### src/rtl/slfifo_pkg.sv
// Shared types for the slave FIFO port.
// Assumes: polarity vector bit order is read, write, output-enable, packet-end, chip select.
package slfifo_pkg;
    localparam int unsigned POL_RD = 0;
    localparam int unsigned POL_WR = 1;
    localparam int unsigned POL_OE = 2;
    localparam int unsigned POL_PE = 3;
    localparam int unsigned POL_CS = 4;
    localparam int unsigned POL_W  = 5;

    typedef struct packed {
        logic rd;
        logic wr;
        logic oe;
        logic pe;
    } strobe_t;
endpackage

### src/rtl/slfifo_strobe_decode.sv
// Turns raw strobe pins into active-true enables.
// Applies per-strobe polarity and optional chip-select gating. Purely combinational.
// Assumes: pins are already synchronous to the interface clock.
module slfifo_strobe_decode
    import slfifo_pkg::*;
(
    input  logic [POL_W-1:0] pol,
    input  logic             cs_use,
    input  logic             cs_pin,
    input  logic             rd_pin,
    input  logic             wr_pin,
    input  logic             oe_pin,
    input  logic             pe_pin,
    output strobe_t          act
);
    logic cs_ok;

    // Chip select passes when unused or when at its active level.
    always_comb begin
        cs_ok  = !cs_use || (cs_pin == pol[POL_CS]);
        act.rd = cs_ok && (rd_pin == pol[POL_RD]);
        act.wr = cs_ok && (wr_pin == pol[POL_WR]);
        act.oe = cs_ok && (oe_pin == pol[POL_OE]);
        act.pe = cs_ok && (pe_pin == pol[POL_PE]);
    end
endmodule

### src/rtl/slfifo_lane.sv
// One FIFO channel: word storage, read/write pointers, occupancy, pending packet byte count.
// Refuses writes when full and reads when empty.
// Raises commit for the edge on which the pending packet closes.
// Assumes: at most one lane is enabled per cycle, and pkt_len stays stable while traffic flows.
module slfifo_lane #(
    parameter int unsigned DEPTH  = 8,
    parameter int unsigned DATA_W = 16,
    parameter int unsigned LEN_W  = 10
) (
    input  logic              clk,
    input  logic              rst_n,
    input  logic              wr_en,
    input  logic              rd_en,
    input  logic              pe_en,
    input  logic              wide,
    input  logic [LEN_W-1:0]  pkt_len,
    input  logic [DATA_W-1:0] din,
    output logic [DATA_W-1:0] dout,
    output logic              empty,
    output logic              full,
    output logic              commit,
    output logic [LEN_W:0]    commit_bytes
);
    localparam int unsigned PTR_W  = (DEPTH > 1) ? $clog2(DEPTH) : 1;
    localparam int unsigned CNT_W  = $clog2(DEPTH + 1);
    localparam int unsigned HALF   = DATA_W / 2;
    localparam int unsigned PEND_W = LEN_W + 1;
    localparam logic [PTR_W-1:0] LAST  = PTR_W'(DEPTH - 1);
    localparam logic [CNT_W-1:0] CFULL = CNT_W'(DEPTH);

    logic [DATA_W-1:0] mem [DEPTH];
    logic [PTR_W-1:0]  wptr, rptr;
    logic [CNT_W-1:0]  count;
    logic [PEND_W-1:0] pend, new_pend, inc;
    logic              do_wr, do_rd;
    logic [DATA_W-1:0] wr_word;

    // Qualify strobes with occupancy and build the stored word and byte increment.
    always_comb begin
        empty    = (count == '0);
        full     = (count == CFULL);
        do_wr    = wr_en && !full;
        do_rd    = rd_en && !empty;
        wr_word  = wide ? din : {{(DATA_W-HALF){1'b0}}, din[HALF-1:0]};
        inc      = !do_wr ? '0 : (wide ? PEND_W'(2) : PEND_W'(1));
        new_pend = pend + inc;
        commit   = (new_pend != '0) && (pe_en || (new_pend >= {1'b0, pkt_len}));
        commit_bytes = new_pend;
        dout     = mem[rptr];
    end

    // Storage write.
    always_ff @(posedge clk) begin
        if (do_wr) mem[wptr] <= wr_word;
    end

    // Pointer, occupancy and pending byte bookkeeping.
    always_ff @(posedge clk) begin
        if (!rst_n) begin
            wptr  <= '0;
            rptr  <= '0;
            count <= '0;
            pend  <= '0;
        end else begin
            if (do_wr) wptr <= (wptr == LAST) ? '0 : wptr + 1'b1;
            if (do_rd) rptr <= (rptr == LAST) ? '0 : rptr + 1'b1;
            case ({do_wr, do_rd})
                2'b10:   count <= count + 1'b1;
                2'b01:   count <= count - 1'b1;
                default: count <= count;
            endcase
            pend <= commit ? '0 : new_pend;
        end
    end

    AST_FULL_WRITE_HELD: assert property (@(posedge clk) disable iff (!rst_n)
        (full && wr_en) |=> $stable(wptr));
    AST_EMPTY_READ_HELD: assert property (@(posedge clk) disable iff (!rst_n)
        (empty && rd_en) |=> $stable(rptr));
    AST_COUNT_IN_RANGE: assert property (@(posedge clk) disable iff (!rst_n)
        count <= CFULL);
    AST_PEND_CLEARED: assert property (@(posedge clk) disable iff (!rst_n)
        commit |=> (pend == '0));
endmodule

### src/rtl/slave_fifo_port.sv
// Synchronous slave port over four packet FIFOs.
// Decodes the strobes, steers them to the selected lane, muxes data and flags back,
// and registers a one-cycle commit event for the internal side.
// Assumes: all pins are synchronous to clk, and configuration changes only while idle.
module slave_fifo_port
    import slfifo_pkg::*;
#(
    parameter int unsigned NUM_FIFO = 4,
    parameter int unsigned DEPTH    = 8,
    parameter int unsigned DATA_W   = 16,
    parameter int unsigned LEN_W    = 10
) (
    input  logic                         clk,
    input  logic                         rst_n,
    input  logic [4:0]                   cfg_pol,
    input  logic                         cfg_cs_use,
    input  logic                         cfg_wide,
    input  logic [LEN_W-1:0]             cfg_pkt_len,
    input  logic [1:0]                   cfg_watch,
    input  logic [1:0]                   fifo_sel,
    input  logic                         sl_cs,
    input  logic                         sl_rd,
    input  logic                         sl_wr,
    input  logic                         sl_oe,
    input  logic                         sl_pktend,
    input  logic [DATA_W-1:0]            bus_in,
    output logic [DATA_W-1:0]            bus_out,
    output logic                         bus_drive,
    output logic                         flag_empty,
    output logic                         flag_full,
    output logic                         flag_watch,
    output logic                         commit_valid,
    output logic [1:0]                   commit_fifo,
    output logic [LEN_W:0]               commit_bytes
);
    localparam int unsigned SEL_W = $clog2(NUM_FIFO);

    strobe_t            act;
    logic [DATA_W-1:0]  lane_dout  [NUM_FIFO];
    logic [LEN_W:0]     lane_bytes [NUM_FIFO];
    logic [NUM_FIFO-1:0] lane_empty, lane_full, lane_commit;
    logic [SEL_W-1:0]   sel;

    assign sel = SEL_W'(fifo_sel);

    slfifo_strobe_decode u_dec (
        .pol    (cfg_pol),
        .cs_use (cfg_cs_use),
        .cs_pin (sl_cs),
        .rd_pin (sl_rd),
        .wr_pin (sl_wr),
        .oe_pin (sl_oe),
        .pe_pin (sl_pktend),
        .act    (act)
    );

    for (genvar g = 0; g < NUM_FIFO; g++) begin : g_lane
        logic hit;
        assign hit = (sel == SEL_W'(g));
        slfifo_lane #(.DEPTH(DEPTH), .DATA_W(DATA_W), .LEN_W(LEN_W)) u_lane (
            .clk          (clk),
            .rst_n        (rst_n),
            .wr_en        (hit && act.wr),
            .rd_en        (hit && act.rd),
            .pe_en        (hit && act.pe),
            .wide         (cfg_wide),
            .pkt_len      (cfg_pkt_len),
            .din          (bus_in),
            .dout         (lane_dout[g]),
            .empty        (lane_empty[g]),
            .full         (lane_full[g]),
            .commit       (lane_commit[g]),
            .commit_bytes (lane_bytes[g])
        );
    end

    // Output mux: data gated by output-enable, flags from the selected or watched lane.
    always_comb begin
        bus_drive  = act.oe;
        bus_out    = act.oe ? lane_dout[sel] : '0;
        flag_empty = lane_empty[sel];
        flag_full  = lane_full[sel];
        flag_watch = lane_full[SEL_W'(cfg_watch)];
    end

    // Commit event register toward the internal side.
    always_ff @(posedge clk) begin
        if (!rst_n) begin
            commit_valid <= 1'b0;
            commit_fifo  <= '0;
            commit_bytes <= '0;
        end else begin
            commit_valid <= lane_commit[sel];
            commit_fifo  <= fifo_sel;
            commit_bytes <= lane_bytes[sel];
        end
    end

    AST_COMMIT_HAS_BYTES: assert property (@(posedge clk) disable iff (!rst_n)
        commit_valid |-> (commit_bytes != '0));
    AST_BUS_QUIET: assert property (@(posedge clk) disable iff (!rst_n)
        !bus_drive |-> (bus_out == '0));
    AST_FLAGS_EXCLUSIVE: assert property (@(posedge clk) disable iff (!rst_n)
        !(flag_empty && flag_full));
    AST_CS_GATES_ALL: assert property (@(posedge clk) disable iff (!rst_n)
        (cfg_cs_use && (sl_cs != cfg_pol[4])) |-> (!bus_drive && !lane_commit[sel]));
endmodule

### config.mk
export PLATFORM = sky130hd
export DESIGN_NAME = slave_fifo_port
export DESIGN_NICKNAME = d
export VERILOG_FILES = /design/src/rtl/slfifo_pkg.sv /design/src/rtl/slfifo_strobe_decode.sv /design/src/rtl/slfifo_lane.sv /design/src/rtl/slave_fifo_port.sv
export SDC_FILE = /design/constraint.sdc
export NUM_CORES = 1
export LEC_CHECK = 0
export ABC_AREA = 1
export CORE_MARGIN = 5
export CORE_UTILIZATION = 60
export CTS_CLUSTER_SIZE = 30
export DETAILED_ROUTE_END_ITERATION = 8
export PLACE_DENSITY = 0.88
export SYNTH_ARGS = -nofsm -noshare
export SYNTH_HDL_FRONTEND = slang
export SYNTH_SLANG_ARGS = --single-unit
export TNS_END_PERCENT = 100
### constraint.sdc
create_clock -name clk -period 6.5 [get_ports clk]
set_input_delay 0.65 -clock clk [delete_from_list [all_inputs] [get_ports clk]]
set_output_delay 0.65 -clock clk [all_outputs]
set_load 0.01 [all_outputs]
# [Yosys cells after proc, flatten, opt, wreduce, memory -nomap -nowiden]
# Memory sizes are Yosys's and may differ from the RTL's. A register that Yosys moved wholly into a read port is not among the register bits.
# Cells that the tools add are included.
[classes] mux=49 add_sub_neg=20 reduce_logical=59 bitwise=2 eq_ne=28 magnitude_cmp=7
[op_table] operator="two-way mux 11 bit" n=6
[op_table] operator="two-way mux 16 bit" n=4
[op_table] operator="two-way mux 3 bit" n=16
[op_table] operator="adder 11 bit" n=4
[op_table] operator=">= comparator 11 x 10 -> 1 bit" n=4
[op_table] operator="nonzero test 11 bit" n=4
[op_table] operator="binary-select mux 16 bit (select 2 bit)" n=1
[op_table] operator="case mux 4 bit (2 select lines)" n=4
[op_table] operator="logical AND 1 bit" n=28
[op_table] operator="adder 3 x 1 -> 3 bit, second input constant" n=8
[op_table] operator="equality test 3 bit, second input constant" n=8
[op_table] operator="binary-select mux 11 bit (select 2 bit)" n=1
[op_table] operator="adder 4 x 1 -> 4 bit, second input constant" n=4
[op_table] operator="equality test 4 bit, second input constant" n=4
[op_table] operator="zero test 4 bit" n=4
[op_table] operator="subtractor 4 x 1 -> 4 bit, second input constant" n=4
[op_table] operator="equality test 2 bit, second input constant" n=6
[op_table] operator="two-way mux 1 bit" n=12
[op_table] operator="equality test 2 x 1 -> 1 bit, second input constant" n=5
[op_table] operator="zero test 1 bit" n=9
[op_table] operator="binary-select mux 1 bit (select 2 bit)" n=4
[op_table] operator="nonzero test 2 bit" n=4
[op_table] operator="OR reduction 2 bit" n=4
[op_table] operator="less-than comparator 2 x 3 -> 1 bit, second input constant" n=2
[op_table] operator="other kinds (7)" n=15
[totals] reg_bits=98 out_inout_bits=34 memories=4 in_bits=44 ramBits=512 wordCells=188
[memory_table] memory="g_lane[0].u_lane.mem" depth=8 width=16 rd=1 rd_clocked_by_memory_dff=1 write_ports=1 line_no="slfifo_lane.sv:31" source="logic [DATA_W-1:0] mem [DEPTH];"
[memory_table] memory="g_lane[1].u_lane.mem" depth=8 width=16 rd=1 rd_clocked_by_memory_dff=1 write_ports=1 line_no="slfifo_lane.sv:31"
[memory_table] memory="g_lane[2].u_lane.mem" depth=8 width=16 rd=1 rd_clocked_by_memory_dff=1 write_ports=1 line_no="slfifo_lane.sv:31"
[memory_table] memory="g_lane[3].u_lane.mem" depth=8 width=16 rd=1 rd_clocked_by_memory_dff=1 write_ports=1 line_no="slfifo_lane.sv:31"

# [Longest topological paths before layout]
[logic_depth] depth_word=12 mapped_depth=30 ltp_nobuf=30

# [Cells and area by module]
# A second synthesis with hierarchy kept.
[unflattened] cells_unflattened=2776 area_unflattened_um2=27918.0
[by_module_without_submodules] mod="slfifo_lane (g_lane[0].u_lane ...)" cells_each=607 area_per_inst_um2=6576.3 seq_area_each_um2=4324.1 instances=2
[by_module_without_submodules] mod="slfifo_lane (g_lane[2].u_lane ...)" cells_each=615 area_per_inst_um2=6560.0 seq_area_each_um2=4324.1 instances=2
[by_module_without_submodules] mod="slave_fifo_port" cells_each=308 area_per_inst_um2=1552.7 seq_area_each_um2=280.3 instances=1
[by_module_without_submodules] mod="slfifo_strobe_decode" cells_each=24 area_per_inst_um2=92.6 seq_area_each_um2=0.0 instances=1

# [Worst setup path after synthesis]
# No wires, ideal clock.
[synth_path] path_kind="input -> register" startpoint="input cfg_pol[1]" endpoint="register commit_valid" t_arrival_ns=3.547 n_path_buf=0 path_stages=25 setup_time_ns=0.128 path_slack_ns=2.825 required_ns=6.372 cell_sequence="or2_2 -> a21oi_4 -> nand3_2 -> nor2_1 -> ha_1 -> inv_1 -> fa_1 -> inv_1 -> nand2_1 -> inv_1 -> nand3_1 -> nand2_1 -> inv_1 -> ha_1 -> a21o_1 -> nor2_1 -> nand2_1 -> nand2_1 -> a21oi_1 -> nand2_1 -> nand2_1 -> nand2_1 -> nand2_1 -> nor2_1 -> nor2_1"
[synth_via] elab_chain_len=11 elab_cells_between_ends=36 cone_classes="add/sub: 4; order compare: 4; eq/ne: 1; mux: 6; reduce/logical: 21"
[synth_rtl] item="start, declared" line_no="slave_fifo_port.sv:15" source="input logic [4:0] cfg_pol,"
[synth_rtl] item="equality test 1 bit *" line_no="slfifo_strobe_decode.sv:22" source="act.wr = cs_ok && (wr_pin == pol[POL_WR]);"
[synth_rtl] item="logical AND 1 bit *" line_no="slfifo_strobe_decode.sv:22"
[synth_rtl] item="logical AND 1 bit *" line_no="slave_fifo_port.sv:63" source=".wr_en (hit && act.wr),"
[synth_rtl] item="logical AND 1 bit *" line_no="slfifo_lane.sv:42" source="do_wr = wr_en && !full;"
[synth_rtl] item="two-way mux 11 bit *" line_no="slfifo_lane.sv:45" source="inc = !do_wr ? '0 : (wide ? PEND_W'(2) : PEND_W'(1));"
[synth_rtl] item="adder 11 bit *" line_no="slfifo_lane.sv:46" source="new_pend = pend + inc;"
[synth_rtl] item="net g_lane[0].u_lane.commit_bytes[6]" line_no="slfifo_lane.sv:22" source="output logic [LEN_W:0] commit_bytes"
[synth_rtl] item=">= comparator 11 x 10 -> 1 bit" line_no="slfifo_lane.sv:47" source="commit = (new_pend != '0) && (pe_en || (new_pend >= {1'b0, pkt_len}));"
[synth_rtl] item="logical OR 1 bit" line_no="slfifo_lane.sv:47"
[synth_rtl] item="logical AND 1 bit *" line_no="slfifo_lane.sv:47"
[synth_rtl] item="binary-select mux 1 bit (select 2 bit) *" line_no="slave_fifo_port.sv:93" source="commit_valid <= lane_commit[sel];"
[synth_rtl] item="two-way mux 1 bit (implied by the code) *" line_no="slave_fifo_port.sv:93"
[synth_rtl] item="end signal, assigned" line_no="slave_fifo_port.sv:93"
[synth_rtl] item="end, declared" line_no="slave_fifo_port.sv:32" source="output logic commit_valid,"
# Mark *: on every way through the listed nets, which the timed path passes. The rest lies on a longest branch. The select of a mux whose other input is x is not followed.
# A chain may end at the register's enable or synchronous reset.

==> results.md <==
| Group | Quantity | This run |
|---|---|---|
| finish | Commonest non-fill, non-tap cells in the layout | 513 x nor2_1, 512 x edfxtp_1, 290 x o21ai_0 |
| sta | Least-Margin Pin Slew | 1.38 ns |
| logic synthesis | Predominant post-synthesis flop cell | edfxtp_1 |
| power | Maximum ir drop on the vdd rail | 0.000241 V |
| placement | Minimum setup slack after placement | 1.85 ns |
| detailed routing | First drt pass iteration count | 7 |
| logic synthesis | Sequential-to-total area share from yosys stat | 0.652 |
| worst setup path | Crit-path max FO | 65 |
| finish | Sequential cell area in the final layout | 17,600 um2 |
| detailed routing | Antenna viol nets, final | 0 |
| finish | Final standard cell utilization of the core | 0.688 |
| global route | Maximum number of pins on one net before global-route repair | 66 |
| placement | Placed inst area | 28,400 um2 |
| finish | Area taken by multi-input logic gates | 8290 um2 |
| cts | Clock transition at the registers of the reported paths | 0.06 ns |
| cts | Clock Tree Buf Depth | 3 |
| worst setup path | Critical path endpoint category | output port |
| logic synthesis | Count of flip-flops with a built-in enable after synthesis | 512 |
| floorplanning | Floorplan die area | 49,300 um2 |
| worst setup path | Arrival time worst endpoint | 4.08 ns |
| cts | TritonCTS Buffers | 56 |
| cts | CTS tree | built |
| logic synthesis | Cell area after technology mapping | 27,000 um2 |
| worst setup path | Register-to-register setup slack | 2.42 ns |
| cts | Number of clock sinks | 622 |
| logic synthesis | Post-Syn Area per Cell | 11.0 um2 |
| detailed routing | Iter 0 DRT Violations | 2,848 |
| global route | Final global-route overflow total | 0 |
| finish | Area of all placed cells without fillers | 30,500 um2 |
| global route | Aggregate global-route resource usage | 0.283 |
| floorplanning | IO Count | 78 |
| worst setup path | Crit path buffers/inverters | 4 |
| logic synthesis | Synthesized instance count | 2,444 |
| cts | Post-CTS Setup Bufs | 0 |
| worst setup path | Crit Reg-Reg Endpoint | commit_valid |
| global route | Number of global-route vias before repair | 19,400 |
| sta | Aggregate negative setup slack | 0 ns |
| worst setup path | Critical-path cell with the highest stage delay | clkdlybuf4s50_1 |
| detailed routing | Post-detailed-route DRC marker count | 0 |
| placement | Routability Congestion | 0.912 |
| sta | Unrepaired setup endpoints after global routing | false |
| cts | Root buffer cell | clkbuf_16 |
| worst setup path | Length in cells of the worst reg-to-reg path | 25 |
| finish | Filler cells | 2,856 |
| sta | Post-layout worst setup margin | 1.77 ns |
| sta | Tightest hold margin | 0.477 ns |
| floorplanning | FP Rows | 77 |
| detailed routing | Post-Route WL | 71.4 mm |
| worst setup path | Cell class contributing the biggest share of worst-path delay | buffers and inverters |
| sta | Final worst-path cycle share | 0.727 |
| detailed routing | WL per Instance | 22.6 um |
| finish | Commonest non-fill, non-tap cell in the layout | nor2_1 |
| outcome | Result of the run | finished clean |
| detailed routing | Via-per-instance ratio | 6.23 |
| worst setup path | Most Frequent Cell on Critical Path | buf_4 |
| hold path | Worst min-delay path class | flip-flop to flip-flop |
| placement | Number of buffers inserted by port buffering | 77 |
| cts | Later-pin clock latency in the skew report | 0.64 ns |
| global route | Global-route wire length before repair | 110 mm |
| finish | Fraction of final layout cells sized beyond drive strength 1 | 0.0775 |
| worst setup path | Worst setup path endpoint | bus_out[15] |
| detailed routing | Total via count in the routed design | 19,700 |
| cts | Deepest level of the CTS H-tree | 2 |
| finish | Diodes inserted | 0 |
| placement | HPWL after detailed placement | 42.8 mm |
| floorplanning | Starting density of the core | 0.609 |
| worst setup path | Cell-by-cell listing of the critical path | buf_4 > inv_1 > buf_4 > nor2_1 > o22ai_1 > o211ai_1 > a41oi_1 > clkdlybuf4s50_1 |
| sta | Relative max-transition margin | 0.0804 |
| power | Total power per unit cell area | 277 nW/um2 |
| worst setup path | Worst reg2reg startpoint | g_lane[2].u_lane.count[0] |
| logic synthesis | Unique masters post-synth | 50 |
| power | Leakage power of the design | 11.1 nW |
| worst setup path | Required time of the critical path | 5.85 ns |
| finish | Final #Nets | 2,649 |
| job | MaxCap Viol Count | 0 |
| sta | Achievable frequency | 212 MHz |
| finish | Final Instance Count excl. Fillers | 3,161 |
| cts | Number of hold-repair buffers added at the cts stage | 0 |
| placement | Placed cell count | 3,055 |
| worst setup path | Critical path startpoint category | flip-flop |
| floorplanning | Die extent in x | 222 um |
| global route | Initial antenna violation count | 0 |
| floorplanning | DIE HEIGHT | 222 um |
| sta | Worst-case clock skew | 0.0377 ns |
| sta | Hold Fails Final Rpt | 0 |
| power | Post-route total power | 8.44 mW |
| worst setup path | Worst path depth | 8 |
| logic synthesis | Number of storage elements in the synthesis netlist | 622 |
| logic synthesis | Fraction of registers with async set or reset after synthesis | 0 |
| logic synthesis | Synth Warn # | 0 |
| finish | Area growth from synthesis to final layout | 13.0% |
| sta | Clock period minus final worst setup slack | 4.73 ns |
| cts | Post-cts gate resize count | 0 |
| sta | Number of setup violations in the final report | 0 |
| worst setup path | WS Path Type | flip-flop to output port |
| worst setup path | Delay of the slowest cell on the worst path | 0.58 ns |
| floorplanning | Core footprint | 44,300 um2 |
| sta | Number of pins exceeding their max-slew limit in the final report | 0 |
| hold path | Cell count of the worst hold path | 1 |
-- power by group --
group / internal (mW) / switching, mW
sequential: 4.34 / 0.0259
clock: 2.15 / 1.49
combinational: 0.131 / 0.298
total: 6.62 / 1.82
-- how the worst min path moves through the flow --
| stage | slack, ns | from | end |
|---|---|---|---|
| 2_1_floorplan | 0.44 | g_lane[1].u_lane.count[0] | g_lane[1].u_lane.count[0] |
| 3_3_place_gp | 0.45 | g_lane[3].u_lane.count[0] | g_lane[3].u_lane.count[0] |
| 3_5_place_dp | 0.47 | g_lane[2].u_lane.count[0] | g_lane[2].u_lane.count[0] |
| 4_1_cts | 0.48 | g_lane[2].u_lane.count[0] | g_lane[2].u_lane.count[0] |
| 5_1_grt | 0.49 | g_lane[1].u_lane.count[0] | g_lane[1].u_lane.count[0] |
| 6_report | 0.48 | g_lane[2].u_lane.count[0] | g_lane[2].u_lane.count[0] |
-- metal layers --
metal / share of wire / vias up / GRT usage
met5: 0 / - / 0
met4: 0.057 / 0 / 0.140
met3: 0.10 / 275 / 0.0610
met2: 0.48 / 1281 / 0.473
met1: 0.36 / 9377 / 0.353
li1: - / 8772 / -
-- synthesized netlist by cell type (all sizes together) (5+ instances only) --
cell,number,share of area
buf,38,0.0066
a41oi,17,0.0055
xnor2,6,0.0022
o211a,5,0.0019
clkbuf,69,0.0096
edfxtp,512,0.57
nand2,228,0.033
mux2i,16,0.0059
inv,185,0.026
nand3b,6,0.0017
nand4,10,0.0023
fa,8,0.0059
nor2,521,0.074
ha,76,0.035
o211ai,128,0.036
o22ai,28,0.0065
o21ai,298,0.055
nor3,10,0.0027
a21oi,61,0.013
dfxtp,110,0.082
nand3,83,0.018
-- logic make-up after synthesis --
logic type      share of synthesized area
other cells                      0.000139
fa+ha+maj                          0.0412
flops                               0.652
xor+xnor                          0.00380
compound gates                      0.122
simple gates                        0.133
mux                               0.00594
buf+inv                            0.0426
-- layout make-up --
class                      instances  share of cell area
clock buffer                      62              0.0467
clock inverter                    44              0.0203
timing repair buffer             123              0.0366
sequential                       622               0.577
tap                              592              0.0243
multi-input combinational       1530               0.272
inverter                         188              0.0233
-- sequential cells by signal (all words and copies together) (netlist names), named ones only --
signal and cells:
g_lane.u_lane.mem 512, g_lane.u_lane.pend 44, g_lane.u_lane.count 16, g_lane.u_lane.rptr 12, g_lane.u_lane.wptr 12, commit_bytes 11, commit_fifo 2, commit_valid 1
(Power assumes the default switching activity.)
